$ cat src/rtl/rpr_pkg.sv
package rpr_pkg;
    localparam int LINES = 8;
    localparam int LVL_W = $clog2(LINES);

    typedef logic [LINES-1:0] line_vec_t;
    typedef logic [LVL_W-1:0] line_id_t;
    typedef logic [LVL_W:0]   level_t;

    localparam level_t NO_REQ = level_t'(LINES);

    typedef struct packed {
        logic     hit;
        line_id_t line;
    } grant_t;

    // Best (lowest) rank holding a 1, or NO_REQ when the vector is empty.
    function automatic level_t first_level(line_vec_t v);
        level_t lvl;
        lvl = NO_REQ;
        for (int i = LINES - 1; i >= 0; i--) begin
            if (v[i]) lvl = level_t'(i);
        end
        return lvl;
    endfunction
endpackage

$ cat src/rtl/rpr_rotate.sv
module rpr_rotate
    import rpr_pkg::*;
(
    input  line_vec_t line_bits,
    input  line_id_t  base,
    output line_vec_t rank_bits
);
    // rank r reads line (r + base), wrapped by the id width
    for (genvar r = 0; r < LINES; r++) begin : g_rank
        line_id_t src;
        assign src          = line_id_t'(r) + base;
        assign rank_bits[r] = line_bits[src];
    end
endmodule

$ cat src/rtl/rpr_rank_pick.sv
module rpr_rank_pick
    import rpr_pkg::*;
(
    input  line_vec_t line_bits,
    input  line_id_t  base,
    output level_t    level,
    output grant_t    grant
);
    line_vec_t ranked;

    rpr_rotate rot_i (
        .line_bits (line_bits),
        .base      (base),
        .rank_bits (ranked)
    );

    always_comb begin
        level      = first_level(ranked);
        grant.hit  = (level != NO_REQ);
        grant.line = grant.hit ? (level[LVL_W-1:0] + base) : '0;
    end
endmodule

$ cat src/rtl/rpr_resolver.sv
module rpr_resolver
    import rpr_pkg::*;
#(
    parameter int CASCADE_LINE = 2
) (
    input  logic             clk,
    input  logic             rst,
    input  logic [LINES-1:0] req_vec,
    input  logic [LINES-1:0] mask_vec,
    input  logic [LINES-1:0] isr_vec,
    input  logic [LVL_W-1:0] rot_base,
    input  logic             spec_mask_en,
    input  logic             spec_nest_en,
    input  logic             cascade_master,
    output logic             irq_valid,
    output logic [LVL_W-1:0] irq_line,
    output logic             isr_top_valid,
    output logic [LVL_W-1:0] isr_top_line
);
    localparam line_vec_t CASC_BIT = line_vec_t'(1) << CASCADE_LINE;

    line_vec_t pend_vec;
    line_vec_t svc_vec;
    level_t    pend_lvl, svc_lvl, top_lvl;
    grant_t    pend_g, svc_g, top_g;

    always_comb begin
        pend_vec = req_vec & ~mask_vec;
        svc_vec  = isr_vec;
        if (spec_mask_en)                   svc_vec = svc_vec & ~mask_vec;
        if (spec_nest_en && cascade_master) svc_vec = svc_vec & ~CASC_BIT;
    end

    rpr_rank_pick pend_i (.line_bits(pend_vec), .base(rot_base), .level(pend_lvl), .grant(pend_g));
    rpr_rank_pick svc_i  (.line_bits(svc_vec),  .base(rot_base), .level(svc_lvl),  .grant(svc_g));
    rpr_rank_pick top_i  (.line_bits(isr_vec),  .base(rot_base), .level(top_lvl),  .grant(top_g));

    always_comb begin
        irq_valid     = pend_g.hit && (pend_lvl < svc_lvl);
        irq_line      = irq_valid ? pend_g.line : '0;
        isr_top_valid = top_g.hit;
        isr_top_line  = top_g.line;
    end


    win_unmasked_chk: assert property (@(posedge clk) disable iff (rst)
        irq_valid |-> (req_vec[irq_line] && !mask_vec[irq_line]));

    idle_quiet_chk: assert property (@(posedge clk) disable iff (rst)
        ((req_vec & ~mask_vec) == '0) |-> !irq_valid);

    line_zero_chk: assert property (@(posedge clk) disable iff (rst)
        !irq_valid |-> (irq_line == '0));

    top_is_set_chk: assert property (@(posedge clk) disable iff (rst)
        isr_top_valid |-> isr_vec[isr_top_line]);

    top_empty_chk: assert property (@(posedge clk) disable iff (rst)
        (isr_vec == '0) |-> (!isr_top_valid && isr_top_line == '0));

    no_self_chk: assert property (@(posedge clk) disable iff (rst)
        (irq_valid && !spec_mask_en && !(spec_nest_en && cascade_master))
            |-> !isr_vec[irq_line]);
endmodule

$ cat config.mk
export PLATFORM = sky130hd
export DESIGN_NAME = rpr_resolver
export DESIGN_NICKNAME = d
export VERILOG_FILES = /design/src/rtl/rpr_pkg.sv /design/src/rtl/rpr_rotate.sv /design/src/rtl/rpr_rank_pick.sv /design/src/rtl/rpr_resolver.sv
export SDC_FILE = /design/constraint.sdc
export NUM_CORES = 1
export LEC_CHECK = 0
export ABC_AREA = 1
export ABC_CLOCK_PERIOD_IN_PS = 3900
export CAP_MARGIN = 20
export CELL_PAD_IN_SITES_DETAIL_PLACEMENT = 0
export CELL_PAD_IN_SITES_GLOBAL_PLACEMENT = 1
export CORE_ASPECT_RATIO = 1.25
export CORE_UTILIZATION = 30
export DETAILED_ROUTE_END_ITERATION = 8
export GPL_TIMING_DRIVEN = 0
export PLACE_DENSITY = 0.92
export REMOVE_ABC_BUFFERS = 1
export SYNTH_ARGS = -nofsm -noshare
export SYNTH_HDL_FRONTEND = slang
export SYNTH_SLANG_ARGS = --single-unit
$ cat constraint.sdc
create_clock -name vclk -period 3.9
set_input_delay 0.78 -clock vclk [all_inputs]
set_output_delay 0.78 -clock vclk [all_outputs]
set_load 0.005 [all_outputs]
==> run_results.csv, run 1 <==
group,metric,value,unit
power_and_ir_drop,ir_worst_vdd,0.0000866,V
setup_path,end_kind,"output port",
logic_synthesis,synth_cell_types,32,
logic_synthesis,synthAdderAreaFrac,8.40,%
place,port-buffer-count,38,
power_and_ir_drop,leakage,1.42,nW
run_status,violations,"setup timing",
finish,design.seq.count,0,
route,postRouteAntennaNets,0,
logic_synthesis,yosysTopAreaCellShare,27.9,%
hold_path,hold_class,"in2out",
die,row_count,28,
place,place_area,0.00192,mm^2
route,wl_per_cell,13.1,um
finish,diodes,0,
finish,drive_gt1_share,40.1,%
die,die_h,81.6,um
die,die_w,65.6,um
logic_synthesis,synth-xor-area-share,5.52,%
logic_synthesis,yosys_warnings,0,
logic_synthesis,syn_area_per_cell,5.01,um^2
finish,fin_nets,417,
sta,fin_ws,-0.104,ns
grt,globalRouteOverflowTotal,0,
logic_synthesis,synth_compound_area_share,12.2,%
die,initial_utilization,31.6,%
sta,rsz0062_at_grt,"true",
sta,finalCritPeriodShare,103,%
grt,grt_pass1_wl,8870,um
logic_synthesis,synth.area.mux_share,4.61,%
grt,grt_max_degree,26,
logic_synthesis,synth_top_family_by_area,"simple AND/OR/NAND/NOR gates",
finish,final_util,57.4,%
finish,area.sequential,0,um^2
grt,antenna_found_initial,0,
finish,fin_area,0.00275,mm^2
setup_path,cp.required,3.12,ns
logic_synthesis,ys_seq_area_share,0,%
logic_synthesis,yosysMostFrequentCell,"nand2_1",
finish,multi_input_area,0.00173,mm^2
sta,slew_violations,0,
place,place_ws,-2.59,ns
setup_path,worst_path_largest_cell_delay,0.39,ns
finish,clkbuf_count,0,
route,routed_wl,5700,um
route,drc,0,
finish,fill_cells,436,
route,viasPerCell,5.26,
logic_synthesis,synthSimpleGateAreaFrac,55.5,%
setup_path,worstSetupPathType,"in2out",
logic_synthesis,yosys.area.top_type,"nand2_1",
setup_path,slowest_stage,"fa_2",
run_status,status,"finished with violations",
logic_synthesis,synth_area_leaders,"nand2_1 (28%), nand3_1 (19%), inv_1 (8.4%)",
grt,grt_pass1_vias,2135,
route,dr.pass1.iters,4,
logic_synthesis,syn_area,0.00152,mm^2
setup_path,critPathMaxFanout,10,
setup_path,crit_chain,"buf_16, clkinvlp_4, ha_4, inv_8, mux2i_2, mux2i_2, buf_4, buf_4, o21ai_0, a31oi_1, fa_2, xor2_2, xor2_1, nor2_1, buf_2",
logic_synthesis,synth_common_cells,"nand2_1 (113), nand3_1 (59), inv_1 (34)",
setup_path,start_kind,"input port",
sta,slew_headroom,77.0,%
die,core,0.00480,mm^2
power_and_ir_drop,p_per_area,205,mW/mm^2
die,dieArea,0.00535,mm^2
sta,worst_pin_slew,0.342,ns
place,place_congestion,0.852,
flow_run,cap_violations,0,
route,drt_iter0_markers,110,
sta,fin_crit,4.00,ns
die,io_pins,40,
finish,synthToLayoutAreaGrowth,81.2,%
sta,finalHoldViolations,0,
place,hpwl,3500,um
setup_path,arrival,3.22,ns
grt,grt.total_usage,20.6,%
route,num_vias,2285,
sta,timing.setup.tns,-0.176,ns
logic_synthesis,synth_cells,303,
sta,fmax,0.250,GHz
sta,finalSetupViolations,2,
## power breakdown
group          switching (W)  internal, W
Clock                      0            0
Combinational       0.000291     0.000275
Sequential                 0            0
## cell type report
class	instances	area share [%]
repair inverters	1	0.409
inverters	40	6.82
repair buffers	80	27.2
multi-input cells	253	62.9
well taps	60	2.73
## per-stage QoR
stage	power, W	hold slack (ns)	instances
after detailed placement	0.000371	3.18	391
after global placement	0.000367	3.18	391
after global routing	0.000624	2.28	434
final	0.000565	2.21	434
after floorplan	0.000229	1.80	293
after CTS	0.000486	2.25	423
## critical path: cells and delay by family
family | cells | cell delay, ns
simple gates | 1 | 0.10
mux | 2 | 0.39
buf+inv | 6 | 0.66
fa+ha+maj | 2 | 0.65
compound gates | 2 | 0.31
xor+xnor | 2 | 0.30
## kinds of logic (layout without fill, tap and decap cells)
group / count (synthesis) / after routing
compound gates: 33 / 33
buf+inv: 50 / 121
simple gates: 197 / 197
mux: 7 / 7
fa+ha+maj: 9 / 9
xor+xnor: 7 / 7
## layout by cell type, fill, tap and decap left out, types with 4 or more instances in the layout
cell and count:
nand2_1 96, o21ai_1 8, dlygate4sd2_1 16, nand3_2 19, inv_1 28, buf_4 36, nor2_2 6, mux2i_2 4
nor2_1 9, clkdlybuf4s50_1 6, o21ai_2 10, nand3_1 38, buf_6 4, buf_2 5, dlymetal6s2s_1 6, inv_2 9
nand2_2 19
## per-layer routing
metal	share of wire (%)	track usage (%)	up-vias	routed length (um)
met1	39	24.7	1069	2200
met5	0	0	-	0
met3	6.0	0.417	10	342
li1	-	-	1133	-
met4	2.2	6.96	0	125
met2	53	38.9	73	3030
## path summary, 6_finish.rpt
path,cells past startpoint,startpoint,slack [ns],end
setup / recovery,15,rot_base[1],-0.10,isr_top_line[2]
hold / removal,5,rot_base[0],2.21,isr_top_line[0]
## timing repair
action                                  4_1_cts  5_1_grt
setup buffers                                31       10
resized for setup                           126       72
pin swaps                                    37       30
hold buffers                                  0        0
endpoints found under the setup margin        8        7
gates cloned                                  1        1
(Power assumes the default switching activity.)
==> inputs of run 2 (changes only) <==
- ABC_CLOCK_PERIOD_IN_PS: 3900 -> 3800
- CORE_UTILIZATION: 30 -> 33
- PLACE_DENSITY: 0.92 -> 0.95
- clock period: 3.9 -> 3.8 ns (I/O delays scaled with it)
==> run 2 against run 1 <==
The run still ends with setup timing left. Total power is 10% lower. Combinational power is 9.9% lower. Critical path type unchanged. Sequential cell count stayed put. Cell count is 3.9% lower. Critical path depth is 2 higher.
==> run_results.csv, run 2 (synthesized netlist as in run 1, its figures left out) <==
group,metric,value,unit
run_status,status,"finished with violations",
run_status,violations,"setup timing",
place,place_congestion,0.922,
setup_path,arrival,3.16,ns
setup_path,worstSetupPathType,"in2out",
place,hpwl,3550,um
route,dr.pass1.iters,4,
setup_path,start_kind,"input port",
die,die_w,62.7,um
finish,clkbuf_count,0,
place,placed_cells,389,
flow_run,cap_violations,0,
die,dieArea,0.00488,mm^2
finish,synthToLayoutAreaGrowth,66.3,%
route,postRouteAntennaNets,0,
grt,grt_pass1_wl,8810,um
route,routed_wl,5450,um
sta,timing.setup.tns,-0.345,ns
finish,area.sequential,0,um^2
setup_path,critPathMaxFanout,4,
power_and_ir_drop,p_per_area,201,mW/mm^2
sta,finalSetupViolations,5,
die,core,0.00443,mm^2
sta,slew_headroom,80.2,%
sta,fin_crit,3.92,ns
sta,fin_hold_ws,2.18,ns
sta,fmax,0.255,GHz
route,viasPerCell,5.17,
setup_path,end_kind,"output port",
grt,grt.total_usage,22.1,%
hold_path,holdPathStages,5,
sta,worst_pin_slew,0.296,ns
place,place_ws,-2.70,ns
place,port-buffer-count,38,
sta,fin_ws,-0.124,ns
power_and_ir_drop,ir_worst_vdd,0.0000812,V
finish,design.seq.count,0,
hold_path,hold_class,"in2out",
route,drc,0,
route,drt_iter0_markers,130,
grt,grt_max_degree,26,
sta,rsz0062_at_grt,"true",
finish,final_common_cell,"nand2_1",
setup_path,crit_chain,"buf_16, clkinvlp_4, ha_4, buf_6, nand3_2, nand3_1, o21a_1, nand2_1, nor2_1, inv_1, nor3_4, ha_4, a211oi_2, nand2_2, buf_6, nor2_1, buf_2",
grt,met1_usage,26.8,%
die,die_h,77.9,um
finish,fin_nets,402,
route,num_vias,2157,
grt,top_usage_layer,"met2",
finish,final_cell_mix,"nand2_1 (104), nand3_1 (36), inv_1 (31), nand3_2 (24), buf_4 (23)",
finish,diodes,0,
hold_path,hold_end,"irq_line[0]",
setup_path,cp.required,3.04,ns
die,initial_utilization,34.3,%
grt,globalRouteOverflowTotal,0,
finish,fin_cells,417,
setup_path,slowest_stage,"ha_4",
setup_path,worst_path_largest_cell_delay,0.34,ns
route,wl_per_cell,13.1,um
grt,met2_usage,40.7,%
sta,finalHoldViolations,0,
die,io_pins,40,
grt,grt_pass1_vias,2014,
finish,fill_cells,433,
finish,drive_gt1_share,30.9,%
grt,use_met3,1.32,%
finish,multi_input_area,0.00163,mm^2
die,row_count,27,
sta,slew_violations,0,
hold_path,hp-start,"rot_base[0]",
sta,finalCritPeriodShare,103,%
power_and_ir_drop,leakage,1.34,nW
grt,antenna_found_initial,0,
## run 2: cell count changes in the layout (fill, tap and decap cells not counted), moves of 4 or more
cell,before,now
buf_4,36,23
inv_2,9,5
nand2_1,96,104
nand2_2,19,12
nand3_2,19,24
nor2_1,9,13
nor2_2,6,2
o21ai_1,8,14
o21ai_2,10,3
## run 2: power by group
part,internal [W],switching (W)
clock network,0,0
logic,0.000237,0.000271
registers,0,0
total,0.000237,0.000271
## run 2: worst max-delay path by stage
stage,startpoint,endpoint,slack [ns],depth (start not counted)
after floorplan,rot_base[1],isr_top_line[2],-0.33,14
after global placement,rot_base[1],isr_top_line[2],-2.67,16
after detailed placement,rot_base[0],isr_top_line[2],-2.70,16
after CTS,rot_base[1],isr_top_line[2],-0.13,16
after global routing,req_vec[6],irq_line[2],-0.28,20
final,rot_base[1],irq_line[2],-0.12,17
## run 2: cell type report
| class | instances | share of cell area (%) |
|---|---|---|
| Timing Repair inverter | 1 | 0.446 |
| Tap cell | 58 | 2.87 |
| Inverter | 40 | 7.53 |
| Timing Repair Buffer | 65 | 24.7 |
| Multi-Input combinational cell | 253 | 64.4 |
## run 2: critical path, delay by kind of cell
kind / cells / cell delay (ns)
AND/OR/NAND/NOR: 7 / 0.81
buffers and inverters: 6 / 0.67
AO/OA/AOI/OAI: 2 / 0.35
adder cells (fa/ha/maj): 2 / 0.58
## run 2: what timing repair did
item	CTS	global route
gates resized for setup	128	41
pin swaps	21	17
setup buffers	21	5
hold buffers	0	0
cloned	1	1
setup endpoints to repair	8	6
## run 2: routing by layer
layer / up-vias / wire length, um
li1: 1101 / -
met4: 0 / 144
met3: 12 / 215
met5: - / 0
met1: 982 / 2300
met2: 62 / 2790
## run 2: metrics by stage
stage | instance area (um^2) | utilization [%] | power [W]
finish | 2530 | 57.1 | 0.000509
global route | 2530 | 57.1 | 0.000563
CTS | 2310 | 52.3 | 0.000464
detailed placement | 1920 | 43.3 | 0.000382
global placement | 1920 | 43.3 | 0.000377
floorplan | 1460 | - | 0.000235
